--- config.mk ---
export PLATFORM = sky130hd
export DESIGN_NAME = ipl_mask_unit
export DESIGN_NICKNAME = d
export VERILOG_FILES = /design/src/rtl/ipl_pkg.sv /design/src/rtl/ipl_src_stage.sv /design/src/rtl/ipl_prio.sv /design/src/rtl/ipl_ack_fsm.sv /design/src/rtl/ipl_mask_unit.sv
export SDC_FILE = /design/constraint.sdc
export NUM_CORES = 1
export LEC_CHECK = 0
export ABC_AREA = 1
export BUFFER_PORTS_ARGS = -buffer_cell sky130_fd_sc_hd__buf_4
export CORE_MARGIN = 3
export CORE_UTILIZATION = 46
export CTS_CLUSTER_DIAMETER = 50
export DETAILED_ROUTE_END_ITERATION = 8
export PLACE_DENSITY = 0.79
export SYNTH_ARGS = -nofsm -noshare
export SYNTH_HDL_FRONTEND = slang
export SYNTH_SLANG_ARGS = --single-unit
--- constraint.sdc ---
create_clock -name clk -period 1.25 [get_ports clk]
set_clock_uncertainty 0.05 [all_clocks]
set_input_delay 0.25 -clock clk [delete_from_list [all_inputs] [get_ports clk]]
set_output_delay 0.25 -clock clk [all_outputs]
set_load 0.01 [all_outputs]
--- src/rtl/ipl_pkg.sv ---
package ipl_pkg;
    localparam int DEF_NUM_LVL = 7;

    typedef enum logic [1:0] {
        ACK_IDLE  = 2'd0,
        ACK_VALID = 2'd1,
        ACK_SPUR  = 2'd2
    } ack_state_e;
endpackage

--- src/rtl/ipl_src_stage.sv ---
module ipl_src_stage #(
    parameter int NUM_LVL = ipl_pkg::DEF_NUM_LVL
) (
    input  logic               clk,
    input  logic               rst,
    input  logic [NUM_LVL-1:0] raw,
    input  logic               en_wr,
    input  logic [NUM_LVL-1:0] en_din,
    input  logic               clr_top,
    output logic [NUM_LVL-1:0] pend
);
    localparam int TOP = NUM_LVL - 1;

    logic [NUM_LVL-1:0] en_q;
    logic               prev_q;
    logic               top_q;
    logic               top_edge;

    // enable register, all sources off after reset
    always_ff @(posedge clk) begin
        if (rst)        en_q <= '0;
        else if (en_wr) en_q <= en_din;
    end

    assign top_edge = raw[TOP] & ~prev_q;

    // edge capture for the top level; a fresh edge beats a same-cycle clear
    always_ff @(posedge clk) begin
        if (rst) begin
            prev_q <= 1'b0;
            top_q  <= 1'b0;
        end else begin
            prev_q <= raw[TOP];
            top_q  <= en_q[TOP] & (top_edge | (top_q & ~clr_top));
        end
    end

    generate
        for (genvar k = 0; k < TOP; k++) begin : g_lvl
            assign pend[k] = raw[k] & en_q[k];
        end
    endgenerate
    assign pend[TOP] = top_q;

    AST_TOP_CLEARS: assert property (@(posedge clk) disable iff (rst)
        (clr_top && !top_edge) |=> !top_q);
    AST_TOP_NEEDS_EN: assert property (@(posedge clk) disable iff (rst)
        !en_q[TOP] |=> !top_q);
endmodule

--- src/rtl/ipl_prio.sv ---
module ipl_prio #(
    parameter  int NUM_LVL = ipl_pkg::DEF_NUM_LVL,
    localparam int LW      = $clog2(NUM_LVL + 1)
) (
    input  logic               clk,
    input  logic               rst,
    input  logic [NUM_LVL-1:0] pend,
    input  logic [LW-1:0]      sr_mask,
    input  logic               low_power,
    input  logic               wk_wr,
    input  logic [LW-1:0]      wk_din,
    output logic [LW-1:0]      ipl_q,
    output logic               wake_q
);
    localparam logic [LW-1:0] TOP_L  = LW'(NUM_LVL);
    localparam logic [LW-1:0] MAX_WK = LW'(NUM_LVL - 1);

    logic [LW-1:0] wk_lvl_q;
    logic [LW-1:0] best;
    logic          wk_hit;

    always_ff @(posedge clk) begin
        if (rst)        wk_lvl_q <= '0;
        else if (wk_wr) wk_lvl_q <= (wk_din > MAX_WK) ? MAX_WK : wk_din;
    end

    // ascending scan: the last qualifying level wins
    always_comb begin
        best   = '0;
        wk_hit = 1'b0;
        for (int i = 0; i < NUM_LVL; i++) begin
            if (pend[i] && ((LW'(i + 1) > sr_mask) || (LW'(i + 1) == TOP_L)))
                best = LW'(i + 1);
            if (pend[i] && (LW'(i + 1) > wk_lvl_q))
                wk_hit = 1'b1;
        end
    end

    always_ff @(posedge clk) begin
        if (rst) begin
            ipl_q  <= '0;
            wake_q <= 1'b0;
        end else begin
            ipl_q  <= best;
            wake_q <= low_power & wk_hit;
        end
    end

    AST_IPL_ABOVE_MASK: assert property (@(posedge clk) disable iff (rst)
        (ipl_q != '0 && ipl_q != TOP_L) |-> (ipl_q > $past(sr_mask)));
    AST_TOP_ALWAYS_SEEN: assert property (@(posedge clk) disable iff (rst)
        pend[NUM_LVL-1] |=> (ipl_q == TOP_L));
    AST_TOP_WAKES: assert property (@(posedge clk) disable iff (rst)
        (low_power && pend[NUM_LVL-1]) |=> wake_q);
    AST_WAKE_NEEDS_LP: assert property (@(posedge clk) disable iff (rst)
        wake_q |-> $past(low_power));
endmodule

--- src/rtl/ipl_ack_fsm.sv ---
module ipl_ack_fsm #(
    parameter  int NUM_LVL = ipl_pkg::DEF_NUM_LVL,
    localparam int LW      = $clog2(NUM_LVL + 1)
) (
    input  logic               clk,
    input  logic               rst,
    input  logic               ack_stb,
    input  logic [LW-1:0]      ack_lvl,
    input  logic [NUM_LVL-1:0] pend,
    output logic               ack_done,
    output logic               ack_spur
);
    import ipl_pkg::*;

    ack_state_e state_q, state_d;
    logic       src_hit;

    always_comb begin
        src_hit = 1'b0;
        for (int i = 0; i < NUM_LVL; i++)
            if (ack_lvl == LW'(i + 1) && pend[i]) src_hit = 1'b1;
    end

    always_comb begin
        unique case (state_q)
            ACK_IDLE, ACK_VALID, ACK_SPUR:
                state_d = ack_stb ? (src_hit ? ACK_VALID : ACK_SPUR) : ACK_IDLE;
            default: state_d = ACK_IDLE;
        endcase
    end

    always_ff @(posedge clk) begin
        if (rst) state_q <= ACK_IDLE;
        else     state_q <= state_d;
    end

    always_comb begin
        ack_done = (state_q != ACK_IDLE);
        ack_spur = (state_q == ACK_SPUR);
    end

    AST_RESP_AFTER_STB: assert property (@(posedge clk) disable iff (rst)
        ack_done |-> $past(ack_stb));
    AST_VALID_HAD_SRC: assert property (@(posedge clk) disable iff (rst)
        (ack_done && !ack_spur) |-> ($past(pend) != '0));
    AST_LVL0_SPUR: assert property (@(posedge clk) disable iff (rst)
        (ack_stb && ack_lvl == '0) |=> ack_spur);
endmodule

--- src/rtl/ipl_mask_unit.sv ---
module ipl_mask_unit #(
    parameter  int NUM_LVL = ipl_pkg::DEF_NUM_LVL,
    localparam int LW      = $clog2(NUM_LVL + 1)
) (
    input  logic               clk,
    input  logic               rst,
    input  logic [NUM_LVL-1:0] irq_in,
    input  logic [LW-1:0]      sr_mask,
    input  logic               src_en_wr,
    input  logic [NUM_LVL-1:0] src_en_din,
    input  logic               wk_lvl_wr,
    input  logic [LW-1:0]      wk_lvl_din,
    input  logic               low_power,
    input  logic               ack_stb,
    input  logic [LW-1:0]      ack_lvl,
    output logic [LW-1:0]      ipl_out,
    output logic               wake_out,
    output logic               ack_done,
    output logic               ack_spur
);
    logic [NUM_LVL-1:0] pend;
    logic               clr_top;

    assign clr_top = ack_stb && (ack_lvl == LW'(NUM_LVL)) && pend[NUM_LVL-1];

    ipl_src_stage #(.NUM_LVL(NUM_LVL)) u_src (
        .clk    (clk),
        .rst    (rst),
        .raw    (irq_in),
        .en_wr  (src_en_wr),
        .en_din (src_en_din),
        .clr_top(clr_top),
        .pend   (pend)
    );

    ipl_prio #(.NUM_LVL(NUM_LVL)) u_prio (
        .clk      (clk),
        .rst      (rst),
        .pend     (pend),
        .sr_mask  (sr_mask),
        .low_power(low_power),
        .wk_wr    (wk_lvl_wr),
        .wk_din   (wk_lvl_din),
        .ipl_q    (ipl_out),
        .wake_q   (wake_out)
    );

    ipl_ack_fsm #(.NUM_LVL(NUM_LVL)) u_ack (
        .clk     (clk),
        .rst     (rst),
        .ack_stb (ack_stb),
        .ack_lvl (ack_lvl),
        .pend    (pend),
        .ack_done(ack_done),
        .ack_spur(ack_spur)
    );

    AST_SPUR_IMPLIES_DONE: assert property (@(posedge clk) disable iff (rst)
        ack_spur |-> ack_done);
endmodule

* Yosys cells after proc, flatten, opt, wreduce, memory -nomap -nowiden *
Index checks and enable logic that the tools add are counted.

storage, ports and cells
  logic and storage cells = 94
  output and inout bits = 6
  register bits = 18
  bits of input ports = 29

operators by class
  reductions and logical operators = 26
  equal/unequal tests = 9
  $lt $le $gt $ge = 14
  bitwise gates (word level) = 15
  muxes and demuxes = 23

operator list
  cell                                               number
  logical AND 1 bit                                  22
  > comparator 3 bit, first input constant           7
  two-way mux 3 bit                                  7
  two-way mux 1 bit                                  15
  == test 3 bit, second input constant               4
  > comparator 2 x 3 -> 1 bit, first input constant  4
  AND 1 bit                                          10
  == test 3 x 2 -> 1 bit, second input constant      2
  > comparator 1 x 3 -> 1 bit, first input constant  2
  OR reduction 3 bit                                 2
  NOT 1 bit                                          4
  == test 3 x 1 -> 1 bit, second input constant      1
  > comparator 3 bit, second input constant          1
  == test 2 x 1 -> 1 bit, second input constant      1
  == test 2 bit, second input constant               1
  logical NOT 2 bit                                  1
  two-way mux 2 bit                                  1
  nonzero test 2 bit                                 1
  OR 1 bit                                           1

* Depth between registers and ports, before layout *
Gate-level depths: netlist (run 1).

  depth after elaboration = 10
  gate-level depth with buffers = 8
  gate-level depth less buffers = 8

* Modules after synthesis *
Synthesis (run 1) repeated with hierarchy kept, for this count alone.

second synthesis, totals
  cell total of the unflattened synthesis = 146
  area total of the unflattened synthesis = 924.6 µm²

by module, submodules not included
  module         sequential area each (µm²)  instances  cells an instance  area each (µm²)
  ipl_prio       140.1                       1          57                 366.6
  ipl_src_stage  180.2                       1          53                 359.1
  ipl_ack_fsm    40.0                        1          33                 186.4
  ipl_mask_unit  0.0                         1          3                  12.5

* Least setup slack after synthesis (run 1) *
OpenSTA, ideal clock, no wires.

  path type = flip-flop to flip-flop
  start = reg u_src.en_q[4]
  end = reg u_prio.ipl_q[1]
  period minus slack after synthesis = 0.913 ns
  setup slack = 0.337 ns
  library setup time = 0.122 ns
  path buffers = 0
  arrival time = 0.741 ns
  cell stages (with the launch flop) = 8
  data required time = 1.078 ns
  cells stage by stage = dfxtp_1 nand2_1 a21oi_1 nand2_1 nand2_1 inv_1 nand2_1 a31oi_1

on the way
  cells in the longest elaborated chain, start to end = 5

ends and longest elaborated chain
  element                         line                 RTL
  from (decl)                     ipl_src_stage.sv:14  logic [NUM_LVL-1:0] en_q;
  from (signal assigned)          ipl_src_stage.sv:22  else if (en_wr) en_q <= en_din;
  AND 1 bit                       ipl_src_stage.sv:40  assign pend[k] = raw[k] & en_q[k];
  logical AND 1 bit               ipl_prio.sv:32       if (pend[i] && ((LW'(i + 1) > sr_mask) || (LW'(i + 1) == TOP_L)))
  two-way mux 3 bit (3 in a row)  ipl_prio.sv:32
  to (signal assigned)            ipl_prio.sv:44       ipl_q <= best;
  to (decl)                       ipl_prio.sv:12       output logic [LW-1:0] ipl_q,

No other way between the ends.
A chain may end at the register's enable or synchronous reset.

* Worst setup path after layout (run 1) *
  start = reg u_ack.state_q[0]
  end = out ack_done

on the way
  cells in the longest elaborated chain, start to end = 1

ends and longest elaborated chain
  element                 line                 RTL
  from (decl)             ipl_ack_fsm.sv:15    ack_state_e state_q, state_d;
  from (signal assigned)  ipl_ack_fsm.sv:34    else state_q <= state_d;
  nonzero test 2 bit      ipl_ack_fsm.sv:38    ack_done = (state_q != ACK_IDLE);
  to (decl)               ipl_mask_unit.sv:18  output logic ack_done,

No other way between the ends.

==> out/qor.yml, run 1 <==
finalSetupViolations: 2
grt-ovfl-total: 0
fin_crit_sh_pct: 104
drive_above_1_share_pct: 29.2
p_sw_share_pct: 25.9
fin_ws_ns: -0.0510
drtIter0Drc: 20
num_rows: 14
period_needed_ns: 1.30
synth.area.top_cells: "dfxtp_1 (43%), nand2_1 (15%), nor2_1 (10%)"
dr.pass1.iters: 4
worstPathMaxFanout: 3
hold-worst-slack_ns: 0.110
root_buffer: "clkbuf_4"
worst_pin_slew_ns: 0.298
grt_first_pass_wirelength_mm: 3.64
io_pins: 35
drv_cap: 0
diodes: 0
status: "finished, violations left"
netlist_instances: 132
syn-num-nets: 161
start_util_pct: 52.5
p_leak_nw: 0.613
cts_max_path_buffers: 2
core_um2: 1610
die-width_um: 48.9
nets: 201
antenna_found_initial: 0
synth_seq_cells: 18
htree_levels: 1
postPlaceCellArea_um2: 1130
synth_top_area_share_pct: 42.6
final_hold_viol_count: 0
port_buffers: 34
fmax_mhz: 769
dieHeight_um: 48.9
regArea_um2: 363
ant_nets: 0
peakVddDrop_mv: 0.877
syn_avg_cell_area_um2: 6.41
mappedNetlistArea_um2: 846
clock-sinks: 18
seq_power_share_pct: 51.1
power.density_nw_per_um2: 1030
design_area_um2: 1190
vias_per_cell: 4.84
internal_power_uw: 911
power.clock.fraction_pct: 29.6
numCtsBuffers: 3
violations: "setup timing"
max_stage_delay_ns: 0.34
grt_max_degree: 12
post-dp-hpwl_mm: 1.66
rsz0062_at_grt: "true"
p_comb_share_pct: 19.3
grtUsageTotal_pct: 19.7
clkTransAtPathRegs_ns: 0.10
fill_cells: 139
wl_per_cell_um: 10.9
vias: 944
route.detailed.drc: 0
ctsHoldBuffers: 0
crit_family: "flip-flops"
totalPowerFinal_mw: 1.23
relSlewSlack_pct: 80.1
seq_area_frac_synth_pct: 42.6
drt-total-wl_mm: 2.13
cp-end-kind: "primary output"
syn2layout_area_growth_pct: 41.0
critPathArrivalTime_ns: 1.00
cts_tree: "done"
insertion_delay_ns: 0.30
worst-path-buf-inv: 1
required_ns: 0.95
ys_types: 15
start_kind: "flip-flop"
gp_congestion: 0.938
critPathKind: "flip-flop to primary output"
crit_chain: "or2_4 -> buf_6"
yosys.area.top_type: "dfxtp_1"
slew_violations: 0
grt_pass1_vias: 857
dieArea_um2: 2390
critPathSlowestCell: "dfxtp_2"
p_switching_uw: 318
holdCritPathClass: "primary input to flip-flop"
ys_warn_count: 0
multiInputGateArea_um2: 418
-- final cells by class --
class	instances	share of cell area [%]
Timing Repair Buffer	36	23.3
Sequential cell	18	30.4
Multi-Input combinational cell	95	35.0
Inverter	18	5.67
Clock buffer	4	3.04
Tap cell	24	2.52
-- power by group through the flow --
stage / Clock, mW / Combinational (mW) / Sequential (mW)
3_3_place_gp: 0 / 0.220 / 0.639
4_1_cts: 0.373 / 0.232 / 0.627
2_1_floorplan: 0 / 0.101 / 0.639
5_1_grt: 0.405 / 0.267 / 0.633
6_report: 0.364 / 0.237 / 0.628
3_5_place_dp: 0 / 0.224 / 0.640
-- cell usage in the layout, fill, tap and decap left out, types with 2 or more instances in the layout --
master	Yosys	routed
a21oi_1	8	8
a31oi_1	2	2
buf_4	0	34
buf_6	0	2
clkbuf_4	0	3
dfxtp_1	18	16
dfxtp_2	0	2
inv_1	15	14
inv_2	3	4
nand2_1	33	33
nand3_1	7	7
nor2_1	23	22
nor2_2	2	3
o21ai_0	12	12
o21ai_1	5	5
-- cells by family after synthesis --
kind of cell / after synthesis / synth area share, %
flip-flops: 18 / 42.6
AO/OA/AOI/OAI: 28 / 17.0
buffers and inverters: 19 / 8.58
AND/OR/NAND/NOR: 67 / 31.8
-- what timing repair did --
item	CTS	global route
setup buffers	1	1
resized for setup	3	4
endpoints found under the setup margin	1	2
pin swaps	0	2
gates cloned	0	0
-- flip-flops by register name, indices dropped and copies added (netlist names) --
register         cells
u_src.en_q           7
u_prio.ipl_q         3
u_prio.wk_lvl_q      3
u_ack.state_q        2
u_prio.wake_q        1
u_src.prev_q         1
u_src.top_q          1
-- final timing paths --
check / cells after the start / to / start / slack [ns]
max reg2reg: 8 / u_prio.ipl_q[0] / u_src.en_q[2] / 0.21
min reg2reg: 2 / u_src.top_q / u_src.en_q[6] / 0.39
min: 2 / u_prio.ipl_q[1] / rst / 0.11
max: 2 / ack_done / u_ack.state_q[0] / -0.05
-- Yosys cell counts (all sizes together) --
cell	n
or2	1
a31oi	2
nand3	7
dfxtp	18
o22ai	1
buf	1
o21ai	17
nor2	25
nor3	1
a21oi	8
inv	18
nand2	33
-- metal layers --
layer / part of all wire, % / vias to the layer above / global-route usage, %
li1: - / 498 / -
met1: 44 / 411 / 23.4
met2: 49 / 30 / 32.8
met3: 5.0 / 5 / 3.98
met4: 1.8 / 0 / 11.4
met5: 0 / - / 0
-- per-stage QoR --
stage / worst slack [ns] / instances / setup TNS (ns) / utilization, %
global placement: 0.197 / 189 / 0 / 69.9
finish: -0.0510 / 195 / -0.0866 / 74.0
global route: -0.106 / 195 / -0.194 / 74.0
CTS: -0.0411 / 194 / -0.0572 / 73.1
detailed placement: 0.205 / 189 / 0 / 69.9
floorplan: 0.337 / 132 / 0 / -
Power figures use the tool's default switching activity.
==> run 2: changes to the inputs <==
ABC_AREA = not set   (was 1)
CORE_UTILIZATION = 45   (was 46)
PLACE_DENSITY = 0.78   (was 0.79)
==> out/qor.yml, run 2 <==
core_um2: 1610
synth.area.top_cells: "dfxtp_1 (44%), mux2i_1 (11%), a21oi_1 (6.1%)"
hold_start: "irq_in[6]"
syn-num-nets: 121
clkTransAtPathRegs_ns: 0.11
holdPathStages: 2
syn_avg_cell_area_um2: 8.95
p_leak_nw: 0.539
start_util_pct: 51.1
route.detailed.drc: 0
synth.most_common_cell: "dfxtp_1"
timing.rr.end: "u_ack.state_q[0]"
start_kind: "flip-flop"
rrSetupSlack_ns: -0.04
grt_max_degree: 18
final_common_cell: "buf_4"
peakVddDrop_mv: 0.706
postPlaceCellArea_um2: 1150
largest_reg_flops: 7
vias: 856
synth_common_cells: "dfxtp_1 (18), nor2_1 (11), a21oi_1 (10)"
final_cell_mix: "buf_4 (41), dfxtp_1 (13), nor2_1 (11), a21oi_1 (10), mux2i_1 (9)"
post-dp-hpwl_mm: 1.68
syn2layout_area_growth_pct: 48.8
rsz0062_at_grt: "true"
drtIter0Drc: 18
critPathKind: "flip-flop to flip-flop"
r2r_start: "u_src.en_q[1]"
synth-edff-count: 0
insertion_delay_ns: 0.29
worstPathMaxFanout: 3
fin_ws_ns: -0.0381
dp_slack_ns: -0.0894
final_hold_viol_count: 0
gp_congestion: 0.872
top_usage_layer: "met2"
io_pins: 35
grt_first_pass_wirelength_mm: 3.57
r2r_cells: 4
num_rows: 14
ctsHoldBuffers: 0
grtUsageMet3_pct: 2.45
drive_above_1_share_pct: 43.0
status: "finished, violations left"
dieHeight_um: 48.8
period_needed_ns: 1.29
vias_per_cell: 5.38
htree_levels: 1
grt_pass1_vias: 831
port_buffers: 34
ys_warn_count: 0
slew_violations: 0
finalSetupViolations: 3
synth_seq_cells: 18
required_ns: 1.44
seq_area_frac_synth_pct: 43.8
grtUsageTotal_pct: 18.6
power.density_nw_per_um2: 994
holdCritPathClass: "primary input to flip-flop"
drt-total-wl_mm: 2.20
cp-end-kind: "flip-flop"
ys_types: 29
async_flop_share_pct: 0
dieArea_um2: 2380
dr.pass1.iters: 4
worst_hold_path.endpoint: "u_src.prev_q"
worst_pin_slew_ns: 0.279
drv_cap: 0
root_buffer: "clkbuf_4"
wl_per_cell_um: 13.8
top_register: "u_src.en_q"
nets: 165
mappedNetlistArea_um2: 823
reg.largest.list: "u_src.en_q: 7 flops, u_prio.ipl_q: 3 flops, u_prio.wk_lvl_q: 3 flops"
die-width_um: 48.8
fin_crit_sh_pct: 103
critPathArrivalTime_ns: 1.48
cts_tree: "done"
clock-sinks: 18
synth_flop_cell: "dfxtp_1"
yosys.area.top_type: "dfxtp_1"
synth_top_area_share_pct: 43.8
design_area_um2: 1220
fmax_mhz: 776
finish.utilization_pct: 76.0
numCtsBuffers: 3
grt-ovfl-total: 0
grt_use_met1_pct: 23.2
antenna_found_initial: 0
netlist_instances: 92
violations: "setup timing"
totalPowerFinal_mw: 1.22
relSlewSlack_pct: 81.4
ant_nets: 0
grtUsageMet2_pct: 33.0
cts_max_path_buffers: 2
diodes: 0
run 2: changes by cell type after synthesis, sizes merged, moves of 3 or more:
cell | before | now
mux2i | 0 | 9
nand2 | 33 | 8
nand3 | 7 | 3
inv | 18 | 2
o21ai | 17 | 4
clkbuf | 0 | 3
nand2b | 0 | 3
nor2 | 25 | 11
run 2: cell families (layout without fill, tap and decap cells):
group / after synthesis / count (layout) / share of synthesized area [%]
and+or+nand+nor: 35 / 35 / 21.9
DFF: 18 / 18 / 43.8
AOI/OAI and AO/OA: 24 / 24 / 18.4
muxes: 10 / 10 / 13.7
buffers and inverters: 5 / 48 / 2.28
run 2: how the worst max path moves through the flow:
stage / startpoint / end / slack (ns) / depth (start not counted)
finish: u_src.en_q[1] / u_ack.state_q[0] / -0.04 / 4
global route: u_src.en_q[1] / u_ack.state_q[0] / -0.1 / 4
CTS: u_ack.state_q[1] / ack_done / -0.04 / 2
detailed placement: irq_in[1] / u_ack.state_q[0] / -0.09 / 5
global placement: irq_in[1] / u_ack.state_q[0] / -0.06 / 5
floorplan: u_src.en_q[2] / u_ack.state_q[0] / 0.01 / 4
run 2: area by class of cell:
type	instances	area, um2
fillers	127	387
inverters	2	7.51
well taps	24	30.0
clock buffers	4	36.3
multi-input cells	69	465
flip-flops and latches	18	367
repair buffers	42	319
run 2: routing by layer:
| layer | up-vias | routed length, um |
|---|---|---|
| met4 | 0 | 12 |
| met5 | - | 0 |
| met3 | 2 | 130 |
| li1 | 422 | - |
| met1 | 399 | 923 |
| met2 | 33 | 1130 |
run 2: critical path: stages (launching register included):
cell and delay (ns):
dfxtp_2 0.35, nand2_2 0.07, mux4_2 0.47, a32oi_2 0.17, and2b_1 0.14
run 2: power breakdown:
| group | switching, mW | internal (mW) |
|---|---|---|
| Combinational | 0.0987 | 0.138 |
| Clock | 0.178 | 0.177 |
| Sequential | 0.0196 | 0.606 |
run 2: stage by stage:
step	hold slack, ns	TNS, ns	std cells
3_5_place_dp	0.413	-0.217	154
4_1_cts	0.126	-0.0800	159
3_3_place_gp	0.407	-0.0971	154
2_1_floorplan	0.328	0	92
5_1_grt	0.150	-0.229	159
6_report	0.127	-0.0755	159
run 2: what timing repair did:
item,CTS,global route
pin swaps,2,0
setup buffers,1,0
endpoints found under the setup margin,4,4
gates resized for setup,7,1
